<file path="src/rtl/pps_div_pkg.sv">
package pps_div_pkg;

    // Operating mode of the phase controller
    typedef enum logic [1:0] {
        MODE_IDLE = 2'd0,   // held in reset, outputs low
        MODE_RUN  = 2'd1,   // counting through the second
        MODE_HALT = 2'd2    // armed, frozen with outputs high
    } mode_e;

    localparam int unsigned N_PULSES = 3;

endpackage

</file>
<file path="src/rtl/pps_sync_chain.sv">
module pps_sync_chain #(
    parameter int unsigned STAGES  = 2,
    parameter logic        RST_VAL = 1'b0
) (
    input  logic clk,
    input  logic rst,
    input  logic din,
    output logic dout
);

    logic [STAGES-1:0] sh_d;
    logic [STAGES-1:0] sh_q;

    for (genvar i = 0; i < STAGES; i++) begin : g_stage
        if (i == 0) begin : g_first
            assign sh_d[i] = din;
        end else begin : g_next
            assign sh_d[i] = sh_q[i-1];
        end
    end

    always_ff @(posedge clk) begin
        if (rst) begin
            sh_q <= {STAGES{RST_VAL}};
        end else begin
            sh_q <= sh_d;
        end
    end

    assign dout = sh_q[STAGES-1];

endmodule

</file>
<file path="src/rtl/pps_rise_det.sv">
module pps_rise_det (
    input  logic clk,
    input  logic rst,
    input  logic level_i,
    output logic rise_o
);

    logic prev_d;
    logic prev_q;

    always_comb begin
        prev_d = level_i;
        rise_o = level_i && !prev_q;
    end

    always_ff @(posedge clk) begin
        if (rst) begin
            prev_q <= 1'b0;
        end else begin
            prev_q <= prev_d;
        end
    end

endmodule

</file>
<file path="src/rtl/pps_phase_ctrl.sv">
module pps_phase_ctrl
    import pps_div_pkg::*;
#(
    parameter int unsigned PERIOD     = 5000000,
    parameter int unsigned ARM_WIN    = 500,
    parameter int unsigned RESTART_PH = 2,
    parameter int unsigned CW         = $clog2(PERIOD)
) (
    input  logic          clk,
    input  logic          rst,
    input  logic          arm_n_s,
    input  logic          sync_rise,
    output logic [CW-1:0] phase_o,
    output logic          live_o,
    output logic          hold_o
);

    localparam logic [CW-1:0] LAST_PH     = CW'(PERIOD - 1);
    localparam logic [CW-1:0] ARM_LIM     = CW'(ARM_WIN);
    localparam logic [CW-1:0] RESTART_CNT = CW'(RESTART_PH);

    typedef struct packed {
        mode_e         mode;
        logic [CW-1:0] cnt;
    } ctrl_t;

    ctrl_t st_d;
    ctrl_t st_q;

    always_comb begin
        st_d = st_q;
        case (st_q.mode)
            MODE_IDLE: begin
                st_d.mode = MODE_RUN;
                st_d.cnt  = '0;
            end
            MODE_RUN: begin
                if (!arm_n_s && (st_q.cnt < ARM_LIM)) begin
                    st_d.mode = MODE_HALT;
                end else if (st_q.cnt == LAST_PH) begin
                    st_d.cnt = '0;
                end else begin
                    st_d.cnt = st_q.cnt + 1'b1;
                end
            end
            MODE_HALT: begin
                if (sync_rise) begin
                    st_d.mode = MODE_RUN;
                    st_d.cnt  = RESTART_CNT;
                end
            end
            default: begin
                st_d.mode = MODE_IDLE;
                st_d.cnt  = '0;
            end
        endcase
    end

    always_ff @(posedge clk) begin
        if (rst) begin
            st_q.mode <= MODE_IDLE;
            st_q.cnt  <= '0;
        end else begin
            st_q <= st_d;
        end
    end

    assign phase_o = st_q.cnt;
    assign live_o  = (st_q.mode != MODE_IDLE);
    assign hold_o  = (st_q.mode == MODE_HALT);


    period_wrap_chk: assert property (@(posedge clk) disable iff (rst)
        (live_o && !hold_o && st_q.cnt == LAST_PH) |=> (st_q.cnt == '0));


    halt_freeze_chk: assert property (@(posedge clk) disable iff (rst)
        (hold_o && !sync_rise) |=> (hold_o && $stable(st_q.cnt)));


    restart_load_chk: assert property (@(posedge clk) disable iff (rst)
        (hold_o && sync_rise) |=> (!hold_o && st_q.cnt == RESTART_CNT));


    arm_window_chk: assert property (@(posedge clk) disable iff (rst)
        (live_o && !hold_o && st_q.cnt >= ARM_LIM) |=> !hold_o);

endmodule

</file>
<file path="src/rtl/pps_width_cmp.sv">
module pps_width_cmp #(
    parameter int unsigned CW       = 23,
    parameter int unsigned HIGH_CNT = 500
) (
    input  logic [CW-1:0] phase_i,
    input  logic          live_i,
    input  logic          hold_i,
    output logic          pulse_o
);

    localparam logic [CW-1:0] LIM = CW'(HIGH_CNT);

    always_comb begin
        pulse_o = live_i && (hold_i || (phase_i < LIM));
    end

endmodule

</file>
<file path="src/rtl/pps_multi_divider.sv">
module pps_multi_divider
    import pps_div_pkg::*;
#(
    parameter int unsigned CLK_HZ      = 5000000,
    parameter int unsigned SYNC_STAGES = 2
) (
    input  logic clk,
    input  logic rst,
    input  logic arm_n,
    input  logic sync_in,
    output logic pps_fast,
    output logic pps_mid,
    output logic pps_sq
);

    localparam int unsigned CW     = $clog2(CLK_HZ);
    localparam int unsigned W_FAST = CLK_HZ / 10000;
    localparam int unsigned W_MID  = CLK_HZ / 100;
    localparam int unsigned W_SQ   = CLK_HZ / 2;
    localparam int unsigned WIDTHS [N_PULSES] = '{W_FAST, W_MID, W_SQ};

    logic          arm_n_s;
    logic          sync_s;
    logic          sync_rise;
    logic [CW-1:0] phase;
    logic          live;
    logic          hold;
    logic [N_PULSES-1:0] pulses;

    pps_sync_chain #(.STAGES(SYNC_STAGES), .RST_VAL(1'b1)) u_arm_sync (
        .clk (clk),
        .rst (rst),
        .din (arm_n),
        .dout(arm_n_s)
    );

    pps_sync_chain #(.STAGES(SYNC_STAGES), .RST_VAL(1'b0)) u_strobe_sync (
        .clk (clk),
        .rst (rst),
        .din (sync_in),
        .dout(sync_s)
    );

    pps_rise_det u_strobe_edge (
        .clk    (clk),
        .rst    (rst),
        .level_i(sync_s),
        .rise_o (sync_rise)
    );

    pps_phase_ctrl #(
        .PERIOD    (CLK_HZ),
        .ARM_WIN   (W_FAST),
        .RESTART_PH(SYNC_STAGES),
        .CW        (CW)
    ) u_ctrl (
        .clk      (clk),
        .rst      (rst),
        .arm_n_s  (arm_n_s),
        .sync_rise(sync_rise),
        .phase_o  (phase),
        .live_o   (live),
        .hold_o   (hold)
    );

    for (genvar g = 0; g < N_PULSES; g++) begin : g_width
        pps_width_cmp #(.CW(CW), .HIGH_CNT(WIDTHS[g])) u_cmp (
            .phase_i(phase),
            .live_i (live),
            .hold_i (hold),
            .pulse_o(pulses[g])
        );
    end

    assign pps_fast = pulses[0];
    assign pps_mid  = pulses[1];
    assign pps_sq   = pulses[2];


    rise_align_chk: assert property (@(posedge clk) disable iff (rst)
        $rose(pps_fast) |-> (pps_mid && pps_sq));


    mid_inside_sq_chk: assert property (@(posedge clk) disable iff (rst)
        pps_mid |-> pps_sq);


    fast_inside_mid_chk: assert property (@(posedge clk) disable iff (rst)
        pps_fast |-> pps_mid);


    reset_low_chk: assert property (@(posedge clk)
        rst |=> (!pps_fast && !pps_mid && !pps_sq));

endmodule

</file>
<file path="config.mk">
export PLATFORM = sky130hd
export DESIGN_NAME = pps_multi_divider
export DESIGN_NICKNAME = d
export VERILOG_FILES = /design/src/rtl/pps_div_pkg.sv /design/src/rtl/pps_sync_chain.sv /design/src/rtl/pps_rise_det.sv /design/src/rtl/pps_phase_ctrl.sv /design/src/rtl/pps_width_cmp.sv /design/src/rtl/pps_multi_divider.sv
export SDC_FILE = /design/constraint.sdc
export NUM_CORES = 1
export LEC_CHECK = 0
export ABC_AREA = 0
export BUFFER_PORTS_ARGS = -buffer_cell sky130_fd_sc_hd__buf_2
export CAP_MARGIN = 20
export CORE_ASPECT_RATIO = 1.4
export CORE_UTILIZATION = 55
export DETAILED_ROUTE_END_ITERATION = 6
export PLACE_DENSITY = 0.83
export SLEW_MARGIN = 20
export SYNTH_ARGS = -nofsm -noshare
export SYNTH_HDL_FRONTEND = slang
export SYNTH_SLANG_ARGS = --single-unit
</file>
<file path="constraint.sdc">
create_clock -name clk -period 4.4 [get_ports clk]
set_input_delay 1.1 -clock clk [delete_from_list [all_inputs] [get_ports clk]]
set_output_delay 1.1 -clock clk [all_outputs]
set_load 0.1 [all_outputs]
</file>
==> key figures <==
Power and ir drop
  • LEAKAGE: about 0.57 nW
  • PD cells: approximately 300 nW/um^2
  • VDD IR max: 0.230 mV
  • Power Total: 504 uW

Global route
  • Initial antenna violation count: 0
  • Largest net degree at the start of global routing: 22
  • GRT Util Overall: 0.281
  • Vias in the first global route: ~1.4k
  • First-pass GRT wire length: a little over 6 mm
  • Gr ovfl total: 0

Timing
  • Final Hold Fails: 0
  • Fmax: a little over 300 MHz
  • Fin crit share: 0.749
  • Slew @ Worst Pin: around 0.7 ns
  • Final-report max-slew violation count: 0
  • RSZ-0062 raised after global routing: false
  • Relative slew margins: 0.522
  • Clock Skews: between 0.006 and 0.007 ns
  • Setup tns final: 0 ns
  • Setup slack after layout: between 1 and 1.5 ns
  • # setup viols final: 0
  • Final Hold Slack: 0.415 ns
  • Minimum clock period: between 3 and 4 ns

Hold path
  • Hold Path Sink: u_arm_sync.sh_q[1]
  • HP Class: reg2reg
  • Hold Crit Start: u_arm_sync.sh_q[0]
  • Hold Crit Depth: 1

Drt
  • Via count: between 1k and 1.5k
  • Wire length per cell: approximately 15 um
  • TritonRoute pass-1 iters: 4
  • Final WL: 3.49 mm
  • Drt drc: 0
  • Antenna-violating nets left: 0
  • Drt via density: around 6.1
  • First DRT Iteration DRCs: 58

CTS
  • Clock insertion delay at the later pin of the skew report: between 0.3 and 0.4 ns
  • TritonCTS buffer count: 5
  • Postcts setup bufs: 0
  • Post-CTS Hold Fix Bufs: 0
  • Clock Sinks: 30
  • TritonCTS clock tree: yes
  • Bufs on Longest Clock Path: 2
  • CTS Root Cell: clkbuf_4
  • Post-CTS sizing: 0
  • H-tree Lvls: 2
  • CTS clk-pin slew, worst paths: 0.09 ns

Cells and area
  • Non-Filler Instances: 230
  • Finished Core Util: 0.624
  • N_diodes: 0
  • NumNets Final: ~200
  • Fraction of layout cells with a size suffix above 1: 0.124
  • Final Instance Area: 1680 um^2
  • Area grow syn2layout: 5.07%

Placement
  • Place WS: 1.46 ns
  • DP HPWL: about 2.5 mm
  • IO buf count: 6
  • Gpl congestion: just under 1
  • Placed cell areas: ~1600 um^2
  • Cells after DPL: between 200 and 250

Worst setup path
  • Crit path DAT: between 2 and 2.5 ns
  • Critical path fanouts, max: 5
  • Reg-to-Reg Start: u_ctrl.phase_o[0]
  • Worst r2r path cells: 6
  • Critical Setup Path Class: reg2out
  • Worst R2R Setup Slack: 1.94 ns
  • Worst setup SP type: flip-flop
  • Origin of the worst setup path: u_ctrl.phase_o[17]
  • Slowest-stage cell, CP: buf_2
  • Crit-path max cell delay: around 0.46 ns
  • Crit path cell chain: or3_4, or3_1, o31ai_2, buf_2
  • Crit path required time: between 3 and 4 ns
  • Reg2reg end: u_ctrl.phase_o[3]
  • Setup crit end kind: output port

Synth
  • Sequential area share after synthesis: 0.375
  • Synth Instances: 188
  • Post-synth top area share: 0.375
  • Seq cells post-synth: 30
  • YS warnings: 0
  • Synthesized area per cell: around 8.5 um^2
  • Post-Syn Area: 1600 um^2
  • Synth unique cells: 46
  • Syn Nets: just under 200
  • Yosys top cell by area: dfxtp_1
  • Ranking of synthesized cells by area: dfxtp_1 37%, xnor2_1 4.9%, nor2_1 4.7%, nor2b_1 3.5%, o31ai_1 2.8%

Run
  • Max Cap Viol: 0

Run status
  • Status: finished clean

Die
  • Die Span Y: roughly 66 um
  • Die W: approximately 48 um
  • Area of the core: 2700 um^2
  • Die area: about 3100 um^2
  • Cell Rows: 22
  • # IOs: 7
  • Initial core utilization: 0.594
how the worst max path moves through the flow:
stage	to	cells after the start	slack [ns]
5_1_grt	pps_mid	4	1.00
2_1_floorplan	pps_fast	3	0.07
3_5_place_dp	pps_mid	4	1.46
4_1_cts	pps_mid	4	1.08
6_report	pps_mid	4	1.10
3_3_place_gp	pps_mid	4	1.53
worst max-delay path: cells and delay by family, from the launching register on:
kind,cells,cell delay [ns]
AND/OR/NAND/NOR,2,0.80
AO/OA/AOI/OAI,1,0.24
buffers and inverters,1,0.46
flip-flops,1,0.36
sequential cells by signal, summed over array words and instances (netlist names):
register,count
u_arm_sync.sh_q,2
u_ctrl.st_q,2
u_strobe_sync.sh_q,2
u_ctrl.phase_o,23
u_strobe_edge.prev_q,1
metal layers:
metal	track usage	routed length, um	up-vias	part of all wire
met5	0	0	-	0
met4	0.153	107	0	0.031
met3	0.0738	163	13	0.047
met2	0.466	1730	34	0.50
met1	0.312	1490	661	0.43
li1	-	-	706	-
power breakdown:
part / switching (mW) / internal [mW] / leakage, nW
clock network: 0.0940 / 0.0773 / 0.0353
registers: 0.00308 / 0.276 / 0.243
logic: 0.0411 / 0.0130 / 0.296
cell families (layout without fill, tap and decap cells):
family / count (synthesis) / count (layout) / share of synthesized area
AND/OR/NAND/NOR: 93 / 93 / 0.320
buffers and inverters: 14 / 20 / 0.0507
multiplexers: 1 / 1 / 0.00703
AO/OA/AOI/OAI: 40 / 40 / 0.190
flip-flops: 30 / 30 / 0.375
adder cells (fa/ha/maj): 1 / 1 / 0.00781
XOR/XNOR: 9 / 9 / 0.0492
layout make-up:
class	instances	area, um^2
Timing Repair Buffer	6	30.0
Sequential cell	30	601
Fill cell	263	1010
Clock inverter	1	5.00
Clock buffer	7	55.1
Inverter	6	22.5
Tap cell	36	45.0
Multi-Input combinational cell	144	926
cells in the mapped netlist (all sizes together):
master / n
a211oi: 1
a21oi: 9
a221o: 3
a221oi: 1
a31oi: 2
a32o: 1
and2: 1
and3: 7
and4: 2
buf: 6
clkbuf: 2
dfxtp: 30
ha: 1
inv: 6
mux2: 1
nand2: 11
nand2b: 3
nand3: 8
nand4: 3
nand4b: 1
nor2: 20
nor2b: 9
nor3: 5
nor3b: 1
nor4: 5
o2111ai: 3
o211ai: 3
o21a: 1
o21ai: 5
o21bai: 3
o221ai: 1
o22a: 1
o31ai: 6
or2: 3
or3: 8
or4: 6
xnor2: 9
placed cells by master (no fill, tap or decap), types with 6 or more instances in the layout:
cell type,n
a21oi_1,8
and3_1,7
buf_2,6
dfxtp_1,30
inv_1,6
nand2_1,11
nand3_1,8
nor2_1,20
nor2b_1,9
or3_1,7
xnor2_1,9
Note: power is estimated with default switching activity, not from simulation.
